File: config.mk
export PLATFORM = sky130hd
export DESIGN_NAME = rx_char_asm
export DESIGN_NICKNAME = d
export VERILOG_FILES = /design/src/rtl/rxa_pkg.sv /design/src/rtl/rxa_shift.sv /design/src/rtl/rxa_errflag.sv /design/src/rtl/rx_char_asm.sv
export SDC_FILE = /design/constraint.sdc
export NUM_CORES = 1
export LEC_CHECK = 0
export BUFFER_PORTS_ARGS = -buffer_cell sky130_fd_sc_hd__buf_2
export CAP_MARGIN = 30
export CORE_MARGIN = 2
export CORE_UTILIZATION = 30
export DETAILED_ROUTE_END_ITERATION = 6
export MAX_ROUTING_LAYER = met4
export SLEW_MARGIN = 20
export SYNTH_ARGS = -nofsm -noshare
export SYNTH_HDL_FRONTEND = slang
export SYNTH_SLANG_ARGS = --single-unit
File: constraint.sdc
create_clock -name clk -period 7.8 [get_ports clk]
set_input_delay 0.39 -clock clk [delete_from_list [all_inputs] [get_ports clk]]
set_output_delay 0.39 -clock clk [all_outputs]
set_load 0.01 [all_outputs]
File: src/rtl/rxa_pkg.sv
package rxa_pkg;

  typedef enum logic [1:0] {
    LEN_CODE_5 = 2'd0,
    LEN_CODE_6 = 2'd1,
    LEN_CODE_7 = 2'd2,
    LEN_CODE_8 = 2'd3
  } len_code_e;

  // Source index in the window for output position i after rotating by s.
  function automatic int wrap_idx(input int i, input int s, input int w);
    return (i + s) % w;
  endfunction

endpackage

File: src/rtl/rxa_shift.sv
module rxa_shift #(
  parameter int W     = 8,
  parameter int LEN_W = 2
) (
  input  logic             clk,
  input  logic             rst,
  input  logic             bit_in,
  input  logic             bit_stb,
  input  logic [LEN_W-1:0] cfg_len,
  input  logic             par_en,
  input  logic             par_even,
  output logic [W-1:0]     rx_word,
  output logic             rx_valid,
  output logic             fail
);
  import rxa_pkg::*;

  localparam int CW   = $clog2(W + 2);
  localparam int IW   = $clog2(W);
  localparam int BASE = W - (2 ** LEN_W) + 1;

  logic [W-1:0]  win_q, win_nx, stage_q, rot;
  logic [CW-1:0] cnt_q, n_data, n_total, n_word;
  logic          acc_q, acc_nx, at_word, at_end;

  always_comb begin
    n_data  = CW'(BASE) + CW'(cfg_len);
    n_total = n_data + CW'(par_en);
    n_word  = (n_total > CW'(W)) ? CW'(W) : n_total;
    win_nx  = {bit_in, win_q[W-1:1]};
    acc_nx  = acc_q ^ bit_in;
    at_word = bit_stb && (cnt_q == n_word - CW'(1));
    at_end  = bit_stb && (cnt_q == n_total - CW'(1));
    for (int i = 0; i < W; i++) begin
      int j;
      j = wrap_idx(i, W - int'(n_word), W);
      rot[i] = win_nx[j[IW-1:0]];
    end
  end

  always_ff @(posedge clk) begin
    if (rst) begin
      win_q    <= '0;
      stage_q  <= '0;
      cnt_q    <= '0;
      acc_q    <= 1'b0;
      rx_word  <= '0;
      rx_valid <= 1'b0;
      fail     <= 1'b0;
    end else begin
      rx_valid <= 1'b0;
      fail     <= 1'b0;
      if (bit_stb) begin
        win_q <= win_nx;
        if (at_word) stage_q <= rot;
        if (at_end) begin
          cnt_q    <= '0;
          acc_q    <= 1'b0;
          rx_valid <= 1'b1;
          rx_word  <= (n_word == n_total) ? rot : stage_q;
          fail     <= par_en && (acc_nx == par_even);
        end else begin
          cnt_q <= cnt_q + CW'(1);
          acc_q <= acc_nx;
        end
      end
    end
  end

endmodule

File: src/rtl/rxa_errflag.sv
module rxa_errflag (
  input  logic clk,
  input  logic rst,
  input  logic fail,
  input  logic err_clr,
  input  logic irq_en,
  output logic par_err,
  output logic irq
);
  logic flag_nx;

  always_comb flag_nx = (par_err && !err_clr) || fail;

  always_ff @(posedge clk) begin
    if (rst) begin
      par_err <= 1'b0;
      irq     <= 1'b0;
    end else begin
      par_err <= flag_nx;
      irq     <= flag_nx && irq_en;
    end
  end

endmodule

File: src/rtl/rx_char_asm.sv
module rx_char_asm #(
  parameter int W     = 8,
  parameter int LEN_W = 2
) (
  input  logic             clk,
  input  logic             rst,
  input  logic             bit_in,
  input  logic             bit_stb,
  input  logic [LEN_W-1:0] cfg_len,
  input  logic             par_en,
  input  logic             par_even,
  input  logic             irq_en,
  input  logic             err_clr,
  output logic [W-1:0]     rx_word,
  output logic             rx_valid,
  output logic             par_err,
  output logic             irq
);
  logic fail_q;

  rxa_shift #(.W(W), .LEN_W(LEN_W)) i_shift (
    .clk      (clk),
    .rst      (rst),
    .bit_in   (bit_in),
    .bit_stb  (bit_stb),
    .cfg_len  (cfg_len),
    .par_en   (par_en),
    .par_even (par_even),
    .rx_word  (rx_word),
    .rx_valid (rx_valid),
    .fail     (fail_q)
  );

  rxa_errflag i_flag (
    .clk     (clk),
    .rst     (rst),
    .fail    (fail_q),
    .err_clr (err_clr),
    .irq_en  (irq_en),
    .par_err (par_err),
    .irq     (irq)
  );

endmodule

==> flow_summary.yaml <==
power_and_ir_drop:
  vdd_ir_drop_max_v: 0.0000727
  sw_frac_of_total_pct: 29.5
  leakagePower_nw: 0.833
  p_sw_w: 0.000112
  p_comb_share_pct: 19.4
  internal_power_w: 0.000269
  seq_power_share_pct: 44.7
  power_density_nw_per_um2: 170
  clockPowerShare_pct: 35.9
synth:
  synth_seq_cells: 32
  syn-num-nets: 225
  yosys_most_used_dff: "dfxtp_1"
  synth_top_family_by_area: "simple AND/OR/NAND/NOR gates"
  synth_xor_area_share_pct: 5.63
  postSynth.asyncResetShare_pct: 0
  synth-simple-area-share_pct: 21.2
  syn-instance-count: 204
  muxShareOfSynthArea_pct: 15.8
  synth_cell_type_count: 38
  synth_enable_flop_cells: 0
  avgSynthCellArea_um2: 9.91
  syn-cell-area_um2: 2020
  yosysWarnings: 0
  synth_compound_area_share_pct: 13.1
  yosysSeqAreaShare_pct: 31.7
  yosys.area_share.adder_pct: 7.55
timing:
  fin_worst_skew_ns: 0.00235
  fin_setup_tns_ns: 0
  drv_slew: 0
  worst_slack_ns: 4.62
  fin_crit_sh_pct: 40.8
  max_freq_ghz: 0.315
  setup_viol: 0
  slew_headroom_pct: 46.0
  hold_viol: 0
  period_needed_ns: 3.18
  rsz0062_at_grt: "false"
  worst_pin_slew_ns: 0.807
run:
  cap_viol_max_count: 0
cells_and_area:
  final_common_cell: "dfxtp_1"
  final_cell_mix: "32 x dfxtp_1, 20 x buf_2, 14 x mux2i_1"
  layout.nets: 241
  fin_area_um2: 2250
  num_antenna_cells: 0
  instances_no_fill: 298
  final_util_pct: 35.0
  area_delta_synth_final_pct: 11.3
  final_layout_size_suffix_gt1_share_pct: 21.7
drt:
  num_vias: 1549
  drtIter0Drc: 64
  ant_nets: 0
  viasPerCell: 5.20
  drc: 0
  wl_per_cell_um: 14.9
  dr.pass1.iters: 4
  wirelength_um: 4430
clock_tree:
  post-cts-setup-buffer-count: 0
  ctsHoldBuffers: 0
  cts_tree: "yes"
  cts_max_level: 2
  cts_sinks: 32
  clock-root-buffer: "clkbuf_8"
  clkTransAtPathRegs_ns: 0.07
  cts_buffers: 5
  cts-resized-gates: 0
  clock_latency_ns: 0.29
  clock_path_buffers: 2
place:
  dpl_worst_slack_ns: 4.30
  gp_congestion: 0.853
  dpl.hpwl_um: 3180
  dp_cells: 290
  post_dp_cell_area_um2: 2160
  io_buffers: 20
worst_setup_path:
  crit_arrival_ns: 3.39
  worstSetupPathType: "input port to flip-flop"
  crit_buf_inv: 4
  reg2reg_depth: 4
  r2r_slack_ns: 5.93
  critPathRequiredTime_ns: 8.01
  crit_path_top_delay_cell: "fa_1"
  cpMostUsedCell: "inv_1"
  crit_path_end_kind: "flip-flop"
  startpoint_type: "input port"
  crit_path_max_fanout: 9
  critical-path-max-stage-delay_ns: 0.62
  r2r-start: "i_shift.cnt_q[1]"
  r2r_end: "i_shift.rx_word[3]"
  path_delay_family: "adder cells"
  crit_chain: "buf_2 -> inv_1 -> ha_1 -> inv_1 -> ha_1 -> nor2_4 -> inv_1 -> fa_1 -> xnor2_1 -> o211ai_1 -> a211o_4 -> o211ai_1"
grt:
  grt_overflow: 0
  grt_pass1_wl_um: 7490
  antenna_found_initial: 0
  grt_use_total_pct: 13.5
  first_global_vias: 1508
  grt_max_degree: 36
floorplan:
  die_area_um2: 7410
  ios: 21
  row_count: 29
  die_h_um: 86.1
  die_x_um: 86.1
  initial_utilization_pct: 31.5
  coreArea_um2: 6420
min_path:
  hold_path.class: "input port to flip-flop"
  hold_start: "irq_en"
  holdPathStages: 2
  whs_endpoint: "i_flag.irq"
status:
  status: "completed"
-- cell usage after synthesis (all sizes together) (8+ instances only) --
library cell,number,area [µm²]
nor2,10,47.6
nand2b,13,81.3
nor2b,9,56.3
inv,11,41.3
o221ai,8,120
mux4,8,180
nand3,9,45.0
dfxtp,32,641
mux2i,14,140
nand2,13,48.8
ha,9,113
nand4,10,68.8
o211ai,10,75.1
-- worst reg2reg max path: stages, from the launching register on --
cell and delay [ns]:
dfxtp_1 0.44, xor2_1 0.24, nand4_2 0.21, or4_4 0.69, o221ai_2 0.22
-- power groups by stage --
stage / Clock, W / Combinational, W / Sequential (W)
floorplan: 0 / 0.0000592 / 0.000174
global placement: 0 / 0.0000729 / 0.000174
detailed placement: 0 / 0.0000741 / 0.000174
CTS: 0.000142 / 0.0000743 / 0.000170
global route: 0.000146 / 0.0000815 / 0.000171
finish: 0.000137 / 0.0000740 / 0.000170
-- cell type report --
cell class	count	area [µm²]
Multi-Input combinational cell	150	1280
Inverter	11	41.3
Fill cell	646	4170
Timing Repair Buffer	20	100
Clock buffer	8	90.1
Tap cell	77	96.3
Sequential cell	32	641
-- worst max path at each step --
stage / startpoint / endpoint / cells past startpoint
2_1_floorplan: cfg_len[0] / i_shift.stage_q[0] / 12
6_report: cfg_len[0] / i_shift.stage_q[0] / 12
3_3_place_gp: par_en / i_shift.stage_q[1] / 12
3_5_place_dp: cfg_len[0] / i_shift.stage_q[5] / 12
4_1_cts: cfg_len[0] / i_shift.stage_q[5] / 12
5_1_grt: cfg_len[0] / i_shift.stage_q[3] / 12
-- sequential cells by signal, indices dropped and copies added (netlist names) --
signal            count
i_flag.par_err        1
i_shift.acc_q         1
i_shift.stage_q       8
i_shift.rx_word       8
i_shift.win_q         7
i_shift.fail          1
i_flag.irq            1
i_shift.cnt_q         4
i_shift.rx_valid      1
-- routing by layer --
layer  vias to the layer above  wire (µm)  GRT usage (%)
met4                         0         64           4.76
met1                       752       2300           18.1
li1                        768          -              -
met3                         6        144           3.46
met5                         -          0              -
met2                        23       1930           19.5
-- cell families after synthesis --
family	Yosys count
adders and majority gates	11
AOI/OAI and AO/OA	28
and+or+nand+nor	76
xor gates and xnor gates	13
buffers and inverters	22
DFF	32
muxes	22
-- through the flow --
stage / hold WS (ns) / total power (W)
after floorplan: 0.439 / 0.000233
after global placement: 0.465 / 0.000247
after detailed placement: 0.480 / 0.000248
after CTS: 0.288 / 0.000386
after global routing: 0.308 / 0.000398
final: 0.296 / 0.000381
Power figures use the tool's default switching activity.
